<file path="src/rtl/vit_pkg.sv">
package vit_pkg;

    localparam int unsigned NSTATE = 4;

    typedef logic [1:0] state_t;   // {newest past input, older past input}
    typedef logic [1:0] pair_t;    // {first coded bit, second coded bit}

    typedef enum logic {
        PH_RECV  = 1'b0,
        PH_TRACE = 1'b1
    } dec_phase_t;

    function automatic pair_t code_pair(state_t s, logic b);
        return {b ^ s[1] ^ s[0], b ^ s[0]};
    endfunction

    function automatic state_t next_state(state_t s, logic b);
        return {b, s[1]};
    endfunction

    function automatic logic [1:0] pair_dist(pair_t a, pair_t b);
        pair_t x;
        x = a ^ b;
        return {1'b0, x[1]} + {1'b0, x[0]};
    endfunction

endpackage

</file>
<file path="src/rtl/vit_encoder.sv">
module vit_encoder
    import vit_pkg::*;
#(
    parameter int unsigned MSG_MAX = 8,
    parameter int unsigned STEPS   = MSG_MAX + 2,
    parameter int unsigned IW      = $clog2(STEPS)
) (
    input  logic               clk,
    input  logic               rst,
    input  logic               start,
    input  logic [MSG_MAX-1:0] msg,
    input  logic [IW-1:0]      len,
    output logic               out_valid,
    output pair_t              out_sym,
    output logic               out_last
);

    logic             busy;
    logic [IW-1:0]    k;
    logic [IW-1:0]    len_q;
    logic [STEPS-1:0] msg_q;
    state_t           st;
    logic             bit_in;

    assign bit_in = (k < len_q) ? msg_q[k] : 1'b0;

    always_ff @(posedge clk) begin
        if (rst) begin
            busy      <= 1'b0;
            k         <= '0;
            len_q     <= '0;
            msg_q     <= '0;
            st        <= '0;
            out_valid <= 1'b0;
            out_sym   <= '0;
            out_last  <= 1'b0;
        end else if (busy) begin
            out_valid <= 1'b1;
            out_sym   <= code_pair(st, bit_in);
            st        <= next_state(st, bit_in);
            if (k == len_q + IW'(1)) begin
                out_last <= 1'b1;
                busy     <= 1'b0;
            end else begin
                out_last <= 1'b0;
                k        <= k + IW'(1);
            end
        end else begin
            out_valid <= 1'b0;
            out_last  <= 1'b0;
            if (start) begin
                busy  <= 1'b1;
                k     <= '0;
                st    <= '0;
                len_q <= len;
                msg_q <= STEPS'(msg);
            end
        end
    end

    // two zero tail bits bring the coder back to state 0 on the last pair
    a_r3_tail_zero: assert property (@(posedge clk) disable iff (rst)
        out_last |-> (st == 2'b00));

    // the last flag only ever accompanies a valid pair
    a_r3_last_valid: assert property (@(posedge clk) disable iff (rst)
        out_last |-> out_valid);

    // a start pulse during coding leaves the latched message alone
    a_r4_busy_hold: assert property (@(posedge clk) disable iff (rst)
        (busy && start) |=> $stable(msg_q) && $stable(len_q));

    // a pair appears on the edge after the coder becomes busy
    a_r2_first_pair: assert property (@(posedge clk) disable iff (rst)
        $rose(busy) |=> out_valid);

endmodule

</file>
<file path="src/rtl/vit_acs.sv">
module vit_acs
    import vit_pkg::*;
#(
    parameter int unsigned PMW = 6
) (
    input  logic [PMW-1:0] pm_lo,
    input  logic [PMW-1:0] pm_hi,
    input  pair_t          exp_lo,
    input  pair_t          exp_hi,
    input  pair_t          rx,
    output logic [PMW-1:0] pm_out,
    output logic           pick_hi
);

    logic [PMW-1:0] cand_lo;
    logic [PMW-1:0] cand_hi;

    always_comb begin
        cand_lo = pm_lo + PMW'(pair_dist(rx, exp_lo));
        cand_hi = pm_hi + PMW'(pair_dist(rx, exp_hi));
        pick_hi = (cand_hi < cand_lo);          // tie keeps lower predecessor
        pm_out  = pick_hi ? cand_hi : cand_lo;
    end

endmodule

</file>
<file path="src/rtl/vit_decoder.sv">
module vit_decoder
    import vit_pkg::*;
#(
    parameter int unsigned MSG_MAX = 8,
    parameter int unsigned STEPS   = MSG_MAX + 2,
    parameter int unsigned IW      = $clog2(STEPS)
) (
    input  logic               clk,
    input  logic               rst,
    input  logic               in_valid,
    input  pair_t              in_sym,
    input  logic               in_last,
    output logic               done,
    output logic [MSG_MAX-1:0] msg_out,
    output logic [IW-1:0]      len_out,
    output logic               corrected
);

    localparam int unsigned BIG = 2 * STEPS + 1;
    localparam int unsigned PMW = $clog2(BIG + 2 * STEPS + 1);
    localparam logic [NSTATE-1:0][PMW-1:0] PM_INIT =
        {PMW'(BIG), PMW'(BIG), PMW'(BIG), PMW'(0)};

    dec_phase_t                    phase;
    logic [NSTATE-1:0][PMW-1:0]    pm;
    logic [NSTATE-1:0][PMW-1:0]    pm_nxt;
    logic [NSTATE-1:0]             pick;
    logic [STEPS-1:0][NSTATE-1:0]  surv;
    logic [IW-1:0]                 step;
    logic [IW-1:0]                 tb_idx;
    state_t                        tb_state;
    logic [IW-1:0]                 nmsg;
    logic [PMW-1:0]                fin_metric;
    logic [STEPS-1:0]              acc;
    logic [STEPS-1:0]              acc_nxt;
    logic [MSG_MAX-1:0]            msg_mask;
    state_t                        best_s;
    logic [PMW-1:0]                best_m;

    for (genvar s = 0; s < NSTATE; s++) begin : g_acs
        localparam logic [1:0] SV  = 2'(s);
        localparam state_t     PLO = {SV[0], 1'b0};
        localparam state_t     PHI = {SV[0], 1'b1};
        vit_acs #(.PMW(PMW)) u_acs (
            .pm_lo   (pm[PLO]),
            .pm_hi   (pm[PHI]),
            .exp_lo  (code_pair(PLO, SV[1])),
            .exp_hi  (code_pair(PHI, SV[1])),
            .rx      (in_sym),
            .pm_out  (pm_nxt[s]),
            .pick_hi (pick[s])
        );
    end

    always_comb begin
        best_s = '0;
        best_m = pm_nxt[0];
        for (int i = 1; i < NSTATE; i++) begin
            if (pm_nxt[i] < best_m) begin
                best_m = pm_nxt[i];
                best_s = state_t'(i);
            end
        end
    end

    always_comb begin
        for (int i = 0; i < STEPS; i++)
            acc_nxt[i] = (IW'(i) == tb_idx) ? tb_state[1] : acc[i];
        for (int i = 0; i < MSG_MAX; i++)
            msg_mask[i] = acc_nxt[i] & (IW'(i) < nmsg);
    end

    always_ff @(posedge clk) begin
        if (rst) begin
            phase      <= PH_RECV;
            pm         <= PM_INIT;
            surv       <= '0;
            step       <= '0;
            tb_idx     <= '0;
            tb_state   <= '0;
            nmsg       <= '0;
            fin_metric <= '0;
            acc        <= '0;
            done       <= 1'b0;
            msg_out    <= '0;
            len_out    <= '0;
            corrected  <= 1'b0;
        end else begin
            done <= 1'b0;
            case (phase)
                PH_RECV: begin
                    if (in_valid) begin
                        surv[step] <= pick;
                        if (in_last) begin
                            pm         <= PM_INIT;
                            step       <= '0;
                            phase      <= PH_TRACE;
                            tb_idx     <= step;
                            tb_state   <= best_s;
                            fin_metric <= best_m;
                            nmsg       <= (step != '0) ? step - IW'(1) : '0;
                            acc        <= '0;
                        end else begin
                            pm <= pm_nxt;
                            if (step != IW'(STEPS - 1))
                                step <= step + IW'(1);
                        end
                    end
                end
                PH_TRACE: begin
                    acc      <= acc_nxt;
                    tb_state <= {tb_state[0], surv[tb_idx][tb_state]};
                    if (tb_idx == '0) begin
                        phase     <= PH_RECV;
                        done      <= 1'b1;
                        msg_out   <= msg_mask;
                        len_out   <= nmsg;
                        corrected <= (fin_metric != '0);
                    end else begin
                        tb_idx <= tb_idx - IW'(1);
                    end
                end
                default: phase <= PH_RECV;
            endcase
        end
    end

    // done never lasts two cycles
    a_r7_done_pulse: assert property (@(posedge clk) disable iff (rst)
        done |=> !done);

    // metrics do not move while tracing back
    a_r8_pm_frozen: assert property (@(posedge clk) disable iff (rst)
        (phase == PH_TRACE) |=> $stable(pm));

    // a new frame always begins from the initial metric set
    a_r9_pm_init: assert property (@(posedge clk) disable iff (rst)
        (phase == PH_TRACE) |-> (pm == PM_INIT));

    // reported length never exceeds the message capacity
    a_r5_len_range: assert property (@(posedge clk) disable iff (rst)
        done |-> (len_out <= IW'(MSG_MAX)));

endmodule

</file>
<file path="src/rtl/viterbi_codec.sv">
module viterbi_codec
    import vit_pkg::*;
#(
    parameter int unsigned MSG_MAX = 8,
    localparam int unsigned STEPS  = MSG_MAX + 2,
    localparam int unsigned IW     = $clog2(STEPS)
) (
    input  logic               clk,
    input  logic               rst,
    input  logic               enc_start,
    input  logic [MSG_MAX-1:0] enc_msg,
    input  logic [IW-1:0]      enc_len,
    output logic               enc_valid,
    output logic [1:0]         enc_sym,
    output logic               enc_last,
    input  logic               dec_valid,
    input  logic [1:0]         dec_sym,
    input  logic               dec_last,
    output logic               dec_done,
    output logic [MSG_MAX-1:0] dec_msg,
    output logic [IW-1:0]      dec_len,
    output logic               dec_corrected
);

    vit_encoder #(.MSG_MAX(MSG_MAX), .STEPS(STEPS), .IW(IW)) u_enc (
        .clk       (clk),
        .rst       (rst),
        .start     (enc_start),
        .msg       (enc_msg),
        .len       (enc_len),
        .out_valid (enc_valid),
        .out_sym   (enc_sym),
        .out_last  (enc_last)
    );

    vit_decoder #(.MSG_MAX(MSG_MAX), .STEPS(STEPS), .IW(IW)) u_dec (
        .clk       (clk),
        .rst       (rst),
        .in_valid  (dec_valid),
        .in_sym    (dec_sym),
        .in_last   (dec_last),
        .done      (dec_done),
        .msg_out   (dec_msg),
        .len_out   (dec_len),
        .corrected (dec_corrected)
    );

endmodule

</file>
<file path="config.mk">
export PLATFORM = sky130hd
export DESIGN_NAME = viterbi_codec
export DESIGN_NICKNAME = d
export VERILOG_FILES = /design/src/rtl/vit_pkg.sv /design/src/rtl/vit_encoder.sv /design/src/rtl/vit_acs.sv /design/src/rtl/vit_decoder.sv /design/src/rtl/viterbi_codec.sv
export SDC_FILE = /design/constraint.sdc
export NUM_CORES = 1
export LEC_CHECK = 0
export BUFFER_PORTS_ARGS = -buffer_cell sky130_fd_sc_hd__clkbuf_2
export CAP_MARGIN = 20
export CELL_PAD_IN_SITES_DETAIL_PLACEMENT = 1
export CELL_PAD_IN_SITES_GLOBAL_PLACEMENT = 1
export CORE_MARGIN = 2
export CORE_UTILIZATION = 30
export DETAILED_ROUTE_END_ITERATION = 10
export PLACE_DENSITY_LB_ADDON = 0.1
export SLEW_MARGIN = 20
export SYNTH_ARGS = -nofsm -noshare
export SYNTH_HDL_FRONTEND = slang
export SYNTH_SLANG_ARGS = --single-unit
</file>
<file path="constraint.sdc">
create_clock -name clk -period 11 [get_ports clk]
set_input_delay 0.55 -clock clk [delete_from_list [all_inputs] [get_ports clk]]
set_output_delay 0.55 -clock clk [all_outputs]
set_load 0.03 [all_outputs]
</file>
==> qor_table.md, run 1 <==
| Step | Parameter | This run |
| --- | --- | --- |
| status | Result of the run | finished, final reports clean |
| worst setup path | Crit. End Element | flip-flop |
| timing | RSZ-0062 raised after global routing | false |
| worst setup path | CP Capture Point | u_dec.fin_metric[3] |
| floorplanning | Number of placement rows | 60 |
| cts | CTS buffer count | 17 |
| finish | Area taken by multi-input logic gates | 5141 sq um |
| cts | Hold buffers post-CTS | 0 |
| cts | Clock-pin slew reported for the worst setup and hold paths after clock tree synthesis | 60 ps |
| floorplanning | DIE HEIGHT | 169.0 microns |
| timing | # setup viols final | 0 |
| grt | Total routing resource utilization after global routing | 0.1734 |
| cts | Clock latency on the worst-skew pair | 430 ps |
| placement | Post-Place Setup Slack | 1514 ps |
| timing | Part of the cycle the worst path needs | 0.8227 |
| hold path | Hold depth | 3 |
| timing | Worst slew margin relative to its limit | 0.3177 |
| synthesis | Most instantiated cells after synthesis | sky130_fd_sc_hd__dfxtp_1 (130), sky130_fd_sc_hd__nor2_1 (127), sky130_fd_sc_hd__nand2_1 (92) |
| hold path | Worst min-delay path category | primary input to flip-flop |
| worst setup path | Startpoint of the most critical register-to-register path | u_dec.pm[7] |
| timing | Setup tns final | 0 ps |
| worst setup path | Worst-path cell with the longest stage delay | sky130_fd_sc_hd__o41ai_1 |
| grt | Vias in the first global route | 6,885 |
| finish | Layout overhead on the synthesized area | 12.78% |
| cts | Clock tree from TritonCTS | built |
| power and ir drop | Internal portion of total power | 1.037 mW |
| timing | Maximum clock frequency | 110.5 MHz |
| grt | Number of antenna violations at the first check in global routing | 0 |
| route | Drt total wl | 23.65 mm |
| flow run | Number of maximum-capacitance constraint violations | 0 |
| grt | Global-route wire length before repair | 38.46 mm |
| cts | Buffer depth of the longest clock path | 2 |
| synthesis | Seq/Total Area, Yosys | 0.3187 |
| synthesis | Yosys reg bits | 130 |
| finish | Final antenna diode count | 0 |
| cts | Maximum level of the CTS H-tree | 4 |
| cts | CTS-repair resized insts | 0 |
| route | Detailed-route DRC error count | 0 |
| power and ir drop | Share of power burned in the clock network | 0.373 |
| floorplanning | Die W | 169.0 microns |
| worst setup path | Path type of the worst setup path | primary input to flip-flop |
| synthesis | Total nets after synthesis | 1,060 |
| worst setup path | R2r endpoint | u_dec.fin_metric[3] |
| floorplanning | Total die area | 28,560 sq um |
| route | Via total after detailed routing | 6,777 |
| synthesis | Synth Warn # | 0 |
| cts | Cell at the root of the clock tree | sky130_fd_sc_hd__clkbuf_16 |
| synthesis | Synth area leaders | sky130_fd_sc_hd__dfxtp_1 (32%), sky130_fd_sc_hd__ha_1 (9.8%), sky130_fd_sc_hd__mux2i_1 (8.8%) |
| worst setup path | Data arrival time at the worst-slack endpoint | 9390 ps |
| synthesis | Most instantiated flip-flop cell in the synthesis netlist | sky130_fd_sc_hd__dfxtp_1 |
| finish | Sequential cell area | 2603 sq um |
| power and ir drop | Portion of total power attributed to sequential cells | 0.329 |
| synthesis | Area share of the largest cell type after synthesis | 0.3187 |
| timing | Measured slew at the worst slew-check pin | 1023 ps |
| timing | Total count of hold-check failures in the final report | 0 |
| route | Post-DR wirelength/cell | 17.70 microns |
| worst setup path | Most frequent CP cell | sky130_fd_sc_hd__ha_1 |
| worst setup path | R2R Setup Slk | 2340 ps |
| route | Post-detailed-route via-to-cell ratio | 5.073 |
| worst setup path | Worst setup startpoint | dec_sym[0] |
| worst setup path | Worst R2R Path Depth | 35 |
| timing | Skew final | 12.28 ps |
| cts | Post-CTS Setup Bufs | 0 |
| worst setup path | Worst path required time | 11,340 ps |
| cts | Clock sink total | 130 |
| finish | # nets final | 1,066 |
| timing | Setup WS post-layout | 1950 ps |
| synthesis | Share of async-settable or async-resettable flops after synthesis | 0 |
| finish | Final instance count without filler cells | 1,336 |
| power and ir drop | Leakage power | 3.668 nW |
| finish | Filler instances | 3,234 |
| power and ir drop | Relative contribution of combinational cells to total power | 0.298 |
| timing | Tmin final | 9050 ps |
| synthesis | Avg Synthesized Cell Area | 8.359 sq um |
| worst setup path | Startpoint type of the worst setup path | primary input |
| power and ir drop | Switching share of total power | 0.3479 |
| worst setup path | Largest incremental delay on the critical path | 550 ps |
| power and ir drop | Switching component of the power | 553.5 uW |
| route | Count of nets left with antenna violations after detail routing | 0 |
| placement | Post-DP HPWL | 17.31 mm |
| power and ir drop | Pwr Total | 1.591 mW |
| power and ir drop | Maximum vdd ir drop | 0.00009469 V |
| worst setup path | Max FO, Critical Path | 15 |
| route | First-pass DRT Iterations | 4 |
| synthesis | Number of enable-type register cells in the synthesized netlist | 0 |
| finish | Util after Layout | 0.3427 |
| placement | Placed Cells | 1,305 |
| placement | Final GP Congestion | 0.7842 |
| grt | Remaining global-route overflow | 0 |
| placement | Port Buffers | 36 |
| timing | Final-report max-slew violation count | 0 |
| route | Starting DRT DRC Count | 309 |
| floorplanning | Count of boundary I/O pins | 37 |
| synthesis | Cell type with the largest total area after synthesis | sky130_fd_sc_hd__dfxtp_1 |
| synthesis | Dominant cell by count in the synthesized netlist | sky130_fd_sc_hd__dfxtp_1 |
| synthesis | Cell area after technology mapping | 8167 sq um |
| grt | Pin count of the biggest net entering global routing | 89 |
| synthesis | Cell count after synthesis | 977 |
| floorplanning | Starting density of the core | 0.3039 |
| power and ir drop | Total power divided by cell area | 172.7 nW/um^2 |
| floorplanning | Core region area | 26,880 sq um |
| finish | Fraction of layout cells with a size suffix above 1 | 0.1065 |
| synthesis | Number of distinct library cell variants in the gate-level netlist after synthesis | 64 |
==> worst max-delay path, delay by kind of cell <==
| kind | cells | cell delay [ps] |
|---|---|---|
| multiplexers | 5 | 1520 |
| adder cells (fa/ha/maj) | 8 | 2300 |
| XOR/XNOR | 1 | 170 |
| buffers and inverters | 6 | 710 |
| AND/OR/NAND/NOR | 3 | 500 |
| AO/OA/AOI/OAI | 16 | 3590 |
==> how the worst min path moves through the flow <==
stage | from | slack, ps | endpoint
2_1_floorplan | u_enc.msg_q[4] | 430 | u_enc.msg_q[4]
3_3_place_gp | u_enc.msg_q[5] | 440 | u_enc.msg_q[5]
3_5_place_dp | u_enc.msg_q[6] | 450 | u_enc.msg_q[6]
4_1_cts | enc_len[2] | 310 | u_enc.len_q[2]
5_1_grt | enc_len[1] | 320 | u_enc.len_q[1]
6_report | enc_len[2] | 330 | u_enc.len_q[2]
==> sequential cells by signal (all words and copies together) (netlist names), 4 cells and up <==
register / cells
u_dec.surv: 40
u_dec.pm: 24
u_dec.acc: 8
u_dec.msg_out: 8
u_enc.msg_q: 8
u_dec.fin_metric: 6
u_dec.len_out: 4
u_dec.nmsg: 4
u_dec.step: 4
u_dec.tb_idx: 4
u_enc.k: 4
u_enc.len_q: 4
==> metal layers <==
metal,share of wire,GRT usage
met5,0,0
met4,0.014,0.04608
met3,0.033,0.03297
met2,0.45,0.2764
met1,0.51,0.2404
==> power by group through the flow <==
stage | combinational (mW) | clock (mW) | sequential (mW)
finish | 0.474 | 0.594 | 0.523
global route | 0.537 | 0.632 | 0.527
CTS | 0.483 | 0.614 | 0.523
detailed placement | 0.480 | 0 | 0.533
global placement | 0.476 | 0 | 0.533
floorplan | 0.371 | 0 | 0.518
==> kinds of logic (layout without fill, tap and decap cells) <==
logic type,count (synthesis),count (layout),synth area share
simple gates,337,337,0.1904
compound gates,200,200,0.1595
flops,130,130,0.3187
buf+inv,106,124,0.05301
mux,85,85,0.1204
fa+ha+maj,67,67,0.1022
xor+xnor,52,52,0.05577
==> layout by cell type, fill, tap and decap left out, types with 3 or more instances in the layout <==
cell type / instances
sky130_fd_sc_hd__nor4_1: 5
sky130_fd_sc_hd__nor3_1: 23
sky130_fd_sc_hd__and3_1: 10
sky130_fd_sc_hd__nand3b_1: 10
sky130_fd_sc_hd__clkbuf_2: 35
sky130_fd_sc_hd__nor2_1: 127
sky130_fd_sc_hd__inv_1: 47
sky130_fd_sc_hd__a211o_1: 3
sky130_fd_sc_hd__mux2i_1: 72
sky130_fd_sc_hd__inv_6: 3
sky130_fd_sc_hd__a21oi_2: 3
sky130_fd_sc_hd__buf_4: 11
sky130_fd_sc_hd__nand2_1: 92
sky130_fd_sc_hd__a22oi_1: 14
sky130_fd_sc_hd__dfxtp_1: 130
sky130_fd_sc_hd__clkinv_4: 4
sky130_fd_sc_hd__ha_1: 64
sky130_fd_sc_hd__xor2_1: 17
sky130_fd_sc_hd__clkbuf_16: 17
sky130_fd_sc_hd__nand3_1: 14
sky130_fd_sc_hd__nor3b_1: 3
sky130_fd_sc_hd__a21o_1: 11
sky130_fd_sc_hd__xnor2_1: 35
sky130_fd_sc_hd__a311oi_1: 4
sky130_fd_sc_hd__o21ai_0: 29
sky130_fd_sc_hd__a211oi_1: 16
sky130_fd_sc_hd__bufinv_16: 3
sky130_fd_sc_hd__mux4_2: 10
sky130_fd_sc_hd__a31oi_1: 6
sky130_fd_sc_hd__a21oi_1: 76
sky130_fd_sc_hd__or3_1: 3
sky130_fd_sc_hd__nand2b_1: 12
sky130_fd_sc_hd__maj3_2: 3
sky130_fd_sc_hd__o211ai_1: 12
sky130_fd_sc_hd__nor2b_1: 25
==> final cells by class <==
class | count | share of cell area
multi-input combinational | 741 | 0.5582
sequential | 130 | 0.2826
tap | 341 | 0.04633
clock buffer | 17 | 0.04619
timing repair buffer | 46 | 0.02799
clock inverter | 14 | 0.01956
inverter | 47 | 0.01915
==> through the flow <==
stage          instance area (sq um)  hold WS (ps)
6_report                        9210         333.3
5_1_grt                         9210         323.3
4_1_cts                         9208         310.7
3_5_place_dp                    8602         451.7
3_3_place_gp                    8602         441.0
2_1_floorplan                   8167         433.1
Note: power is estimated with default switching activity, not from simulation.
==> inputs of run 2 (changes only) <==
--- a/config.mk
+++ b/config.mk
@@ -5,6 +5,7 @@
 export SDC_FILE = /design/constraint.sdc
 export NUM_CORES = 1
 export LEC_CHECK = 0
+export ABC_AREA = 1
 export BUFFER_PORTS_ARGS = -buffer_cell sky130_fd_sc_hd__clkbuf_2
 export CAP_MARGIN = 20
 export CELL_PAD_IN_SITES_DETAIL_PLACEMENT = 1
==> constraint.sdc (replaced) <==
create_clock -name clk -period 8.8 [get_ports clk]
set_input_delay 0.44 -clock clk [delete_from_list [all_inputs] [get_ports clk]]
set_output_delay 0.44 -clock clk [all_outputs]
set_load 0.03 [all_outputs]
==> run 2 against run 1 <==
Net effect:
- first-iteration DRC count rose by 23%
- synthesized cell count grew 21%
- core utilization rose by 0.59 points
- routed wire length grew 9.8%
- combinational power up 92%
- worst hold slack got worse by 68 ps
- critical path type unchanged
- largest cell class unchanged
- largest power group is now combinational cells
- highest routed layer unchanged
==> qor_table.md, run 2 <==
| Step | Parameter | This run | vs previous |
| --- | --- | --- | --- |
| status | Result of the run | finished, final reports clean | unchanged |
| floorplanning | Starting density of the core | 0.3067 | was 0.3039 |
| route | Wl on met1 | 13.56 mm | was 11.98 mm |
| synthesis | Synth area leaders | sky130_fd_sc_hd__dfxtp_1 (32%), sky130_fd_sc_hd__nand2_1 (13%), sky130_fd_sc_hd__ha_1 (10%) | was sky130_fd_sc_hd__dfxtp_1 (32%), sky130_fd_sc_hd__ha_1 (9.8%), sky130_fd_sc_hd__mux2i_1 (8.8%) |
| synthesis | Number of enable-type register cells in the synthesized netlist | 0 | unchanged |
| timing | Tmin final | 7595 ps |  |
| grt | Remaining global-route overflow | 0 | unchanged |
| route | Uppermost layer routed | met4 | unchanged |
| route | Detailed-route DRC error count | 0 | unchanged |
| grt | Pin count of the biggest net entering global routing | 64 | was 89 |
| floorplanning | Core region area | 26,210 sq um | was 26,880 sq um |
| synthesis | Most instantiated flip-flop cell in the synthesis netlist | sky130_fd_sc_hd__dfxtp_1 | unchanged |
| finish | # nets final | 1,291 | was 1,066 |
| power and ir drop | Maximum vdd ir drop | 0.0001764 V | was 0.00009469 V |
| route | Met3 Routed Length | 512 microns | was 786 microns |
| synthesis | Most instantiated cells after synthesis | sky130_fd_sc_hd__nand2_1 (281), sky130_fd_sc_hd__dfxtp_1 (130), sky130_fd_sc_hd__inv_1 (123) | was sky130_fd_sc_hd__dfxtp_1 (130), sky130_fd_sc_hd__nor2_1 (127), sky130_fd_sc_hd__nand2_1 (92) |
| cts | Buffer depth of the longest clock path | 2 | unchanged |
| power and ir drop | Switching component of the power | 978.0 uW | was 553.5 uW |
| floorplanning | Die W | 167.7 microns | was 169.0 microns |
| synthesis | Synth Warn # | 0 | unchanged |
| timing | Skew final | 17.32 ps | was 12.28 ps |
| worst setup path | Largest incremental delay on the critical path | 620 ps | was 550 ps |
| synthesis | Dominant cell by count in the synthesized netlist | sky130_fd_sc_hd__nand2_1 | was sky130_fd_sc_hd__dfxtp_1 |
| timing | Maximum clock frequency | 131.7 MHz |  |
| finish | Register name with the most flops | u_dec.surv | unchanged |
| route | Routed wire length on met2 | 11.68 mm | was 10.55 mm |
| power and ir drop | Portion of total power attributed to sequential cells | 0.290 | was 0.329 |
| synthesis | Avg Synthesized Cell Area | 6.793 sq um | was 8.359 sq um |
| cts | Clock-pin slew reported for the worst setup and hold paths after clock tree synthesis | 70 ps | was 60 ps |
| cts | Post-CTS Setup Bufs | 0 | unchanged |
| grt | Total routing resource utilization after global routing | 0.1927 | was 0.1734 |
| timing | # setup viols final | 0 | unchanged |
| worst setup path | Startpoint type of the worst setup path | primary input | unchanged |
| finish | Leading cell types in the layout, fill and taps excluded | sky130_fd_sc_hd__nand2_1 (281), sky130_fd_sc_hd__dfxtp_1 (130), sky130_fd_sc_hd__inv_1 (123), sky130_fd_sc_hd__o21ai_0 (114), sky130_fd_sc_hd__nor2_1 (105) | was sky130_fd_sc_hd__dfxtp_1 (130), sky130_fd_sc_hd__nor2_1 (127), sky130_fd_sc_hd__nand2_1 (92), sky130_fd_sc_hd__a21oi_1 (76), sky130_fd_sc_hd__mux2i_1 (72) |
| timing | Measured slew at the worst slew-check pin | 915.3 ps | was 1023 ps |
| floorplanning | DIE HEIGHT | 167.7 microns | was 169.0 microns |
| timing | Total count of hold-check failures in the final report | 0 | unchanged |
| route | Via total after detailed routing | 7,670 | was 6,777 |
| power and ir drop | Switching share of total power | 0.4206 | was 0.3479 |
| hold path | Worst min-delay path category | primary input to flip-flop | unchanged |
| placement | Final GP Congestion | 0.7896 | was 0.7842 |
| finish | Final antenna diode count | 0 | unchanged |
| worst setup path | Most frequent CP cell | sky130_fd_sc_hd__nand2_1 | was sky130_fd_sc_hd__ha_1 |
| synthesis | Seq/Total Area, Yosys | 0.3238 | was 0.3187 |
| finish | Largest regs | u_dec.surv (40), u_dec.pm (24) | unchanged |
| route | Count of nets left with antenna violations after detail routing | 0 | unchanged |
| worst setup path | Crit. End Element | flip-flop | unchanged |
| synthesis | Share of async-settable or async-resettable flops after synthesis | 0 | unchanged |
| cts | Clock tree from TritonCTS | built | unchanged |
| synthesis | Cell type with the largest total area after synthesis | sky130_fd_sc_hd__dfxtp_1 | unchanged |
| power and ir drop | Leakage power | 4.148 nW | was 3.668 nW |
| synthesis | Total nets after synthesis | 1,266 | was 1,060 |
| synthesis | Area share of the largest cell type after synthesis | 0.3238 | was 0.3187 |
| finish | Fraction of layout cells with a size suffix above 1 | 0.09009 | was 0.1065 |
| route | Post-detailed-route via-to-cell ratio | 4.929 | was 5.073 |
| placement | Post-Place Setup Slack | 884.2 ps | was 1514 ps |
| synthesis | Yosys reg bits | 130 | unchanged |
| cts | Hold buffers post-CTS | 0 | unchanged |
| placement | Port Buffers | 36 | unchanged |
| route | First-pass DRT Iterations | 4 | unchanged |
| placement | Post-DP HPWL | 19.32 mm | was 17.31 mm |
| worst setup path | Path type of the worst setup path | primary input to flip-flop | unchanged |
| cts | Maximum level of the CTS H-tree | 4 | unchanged |
| cts | Cell at the root of the clock tree | sky130_fd_sc_hd__clkbuf_16 | unchanged |
| timing | Final-report max-slew violation count | 0 | unchanged |
| power and ir drop | Share of power burned in the clock network | 0.319 | was 0.373 |
| cts | Clock latency on the worst-skew pair | 430 ps | about the same |
| timing | Setup WS post-layout | 1206 ps | was 1950 ps |
| synthesis | Cell area after technology mapping | 8036 sq um | was 8167 sq um |
| timing | RSZ-0062 raised after global routing | false | unchanged |
| grt | Vias in the first global route | 7,767 | was 6,885 |
| flow run | Number of maximum-capacitance constraint violations | 0 | unchanged |
| finish | Layout overhead on the synthesized area | 13.67% | was 12.78% |
| floorplanning | Total die area | 28,110 sq um | was 28,560 sq um |
| finish | Largest register FFs | 40 | unchanged |
| timing | Setup tns final | 0 ps | unchanged |
| synthesis | Number of distinct library cell variants in the gate-level netlist after synthesis | 40 | was 64 |
| floorplanning | Count of boundary I/O pins | 37 | unchanged |
| grt | Global-route wire length before repair | 42.72 mm | was 38.46 mm |
| worst setup path | Worst path required time | 9150 ps | was 11,340 ps |
| route | Post-DR wirelength/cell | 16.69 microns | was 17.70 microns |
| timing | Worst slew margin relative to its limit | 0.3875 | was 0.3177 |
| timing | Part of the cycle the worst path needs | 0.8630 |  |
| cts | Clock sink total | 130 | unchanged |
| route | Starting DRT DRC Count | 379 | was 309 |
| finish | Most common cell after layout, fill and taps aside | sky130_fd_sc_hd__nand2_1 | was sky130_fd_sc_hd__dfxtp_1 |
| power and ir drop | Relative contribution of combinational cells to total power | 0.391 | was 0.298 |
| worst setup path | Data arrival time at the worst-slack endpoint | 7950 ps | was 9390 ps |
| route | Drt total wl | 25.97 mm | was 23.65 mm |
| cts | CTS buffer count | 17 | unchanged |
| worst setup path | Worst-path cell with the longest stage delay | sky130_fd_sc_hd__a211oi_1 | was sky130_fd_sc_hd__o41ai_1 |
| power and ir drop | Pwr Total | 2.325 mW | was 1.591 mW |
| power and ir drop | Internal portion of total power | 1.347 mW | was 1.037 mW |
| worst setup path | Max FO, Critical Path | 13 | was 15 |
| synthesis | Cell count after synthesis | 1,183 | was 977 |
| grt | Number of antenna violations at the first check in global routing | 0 | unchanged |
| power and ir drop | Total power divided by cell area | 254.5 nW/um^2 | was 172.7 nW/um^2 |
| worst setup path | Top Family by Delay on Critical Path | compound AO/OA/AOI/OAI gates | unchanged |
| worst setup path | Buf+Inv Stages, Crit Path | 5 | was 6 |
| floorplanning | Number of placement rows | 59 | was 60 |
| cts | CTS-repair resized insts | 0 | unchanged |
[run 2: cell count changes after synthesis, sizes merged, moves of 16 or more]
cell / delta
nand2: +209
o21ai: +90
inv: +82
mux2i: -72
nand3: +59
xnor2: -30
nor2b: -27
nor2: -20
a21oi: +17
clkbuf: -17
nor3: -16
o22ai: +16
xor2: +16
[run 2: layout make-up]
class / count / area [sq um]
clock buffers: 18 / 429.2
clock inverters: 14 / 165.2
fillers: 3327 / 17070
inverters: 137 / 514.2
multi-input cells: 877 / 4757
flip-flops and latches: 130 / 2603
well taps: 335 / 419.2
repair buffers: 45 / 247.7
[run 2: logic make-up (layout without fill, tap and decap cells)]
logic type,Yosys count,after routing,share of synthesized area
fa+ha+maj,64,64,0.09964
xor+xnor,38,38,0.04328
simple gates,502,502,0.2633
buf+inv,176,214,0.08454
flops,130,130,0.3238
compound gates,273,273,0.1854
[run 2: layer usage]
metal / track usage / vias to the layer above
met2: 0.3119 / 74
li1: - / 3950
met5: 0 / -
met4: 0.03932 / 0
met1: 0.2743 / 3625
met3: 0.02553 / 21
[run 2: power by group through the flow]
| stage | clock network [mW] | logic (mW) | registers, mW |
|---|---|---|---|
| 3_5_place_dp | 0 | 0.909 | 0.686 |
| 2_1_floorplan | 0 | 0.678 | 0.673 |
| 3_3_place_gp | 0 | 0.893 | 0.686 |
| 5_1_grt | 0.787 | 1.06 | 0.679 |
| 6_report | 0.742 | 0.910 | 0.673 |
| 4_1_cts | 0.760 | 0.926 | 0.673 |
[run 2: final timing paths]
path	start	endpoint	slack (ps)	depth (start not counted)
worst max-delay path	dec_sym[0]	u_dec.fin_metric[0]	1210	37
worst min-delay path	enc_msg[5]	u_enc.msg_q[5]	260	3
worst max register to register	u_dec.pm[19]	u_dec.fin_metric[0]	1500	35
worst min register to register	u_dec.fin_metric[2]	u_dec.fin_metric[2]	460	2
[run 2: worst reg2reg max path, delay by kind of cell, from the launching register on]
family	cells	cell delay, ps
XOR/XNOR	1	230
AO/OA/AOI/OAI	9	2550
AND/OR/NAND/NOR	17	2220
adder cells (fa/ha/maj)	5	1390
buffers and inverters	3	390
flip-flops	1	450
[run 2: per-stage QoR]
step	cell area, sq um	util	instances	hold WS (ps)
after floorplan	8036	-	1183	426.5
after global placement	8541	0.3259	1524	450.3
after detailed placement	8541	0.3259	1524	451.8
after CTS	9135	0.3486	1556	252.9
after global routing	9135	0.3486	1556	265.8
final	9135	0.3486	1556	265.0
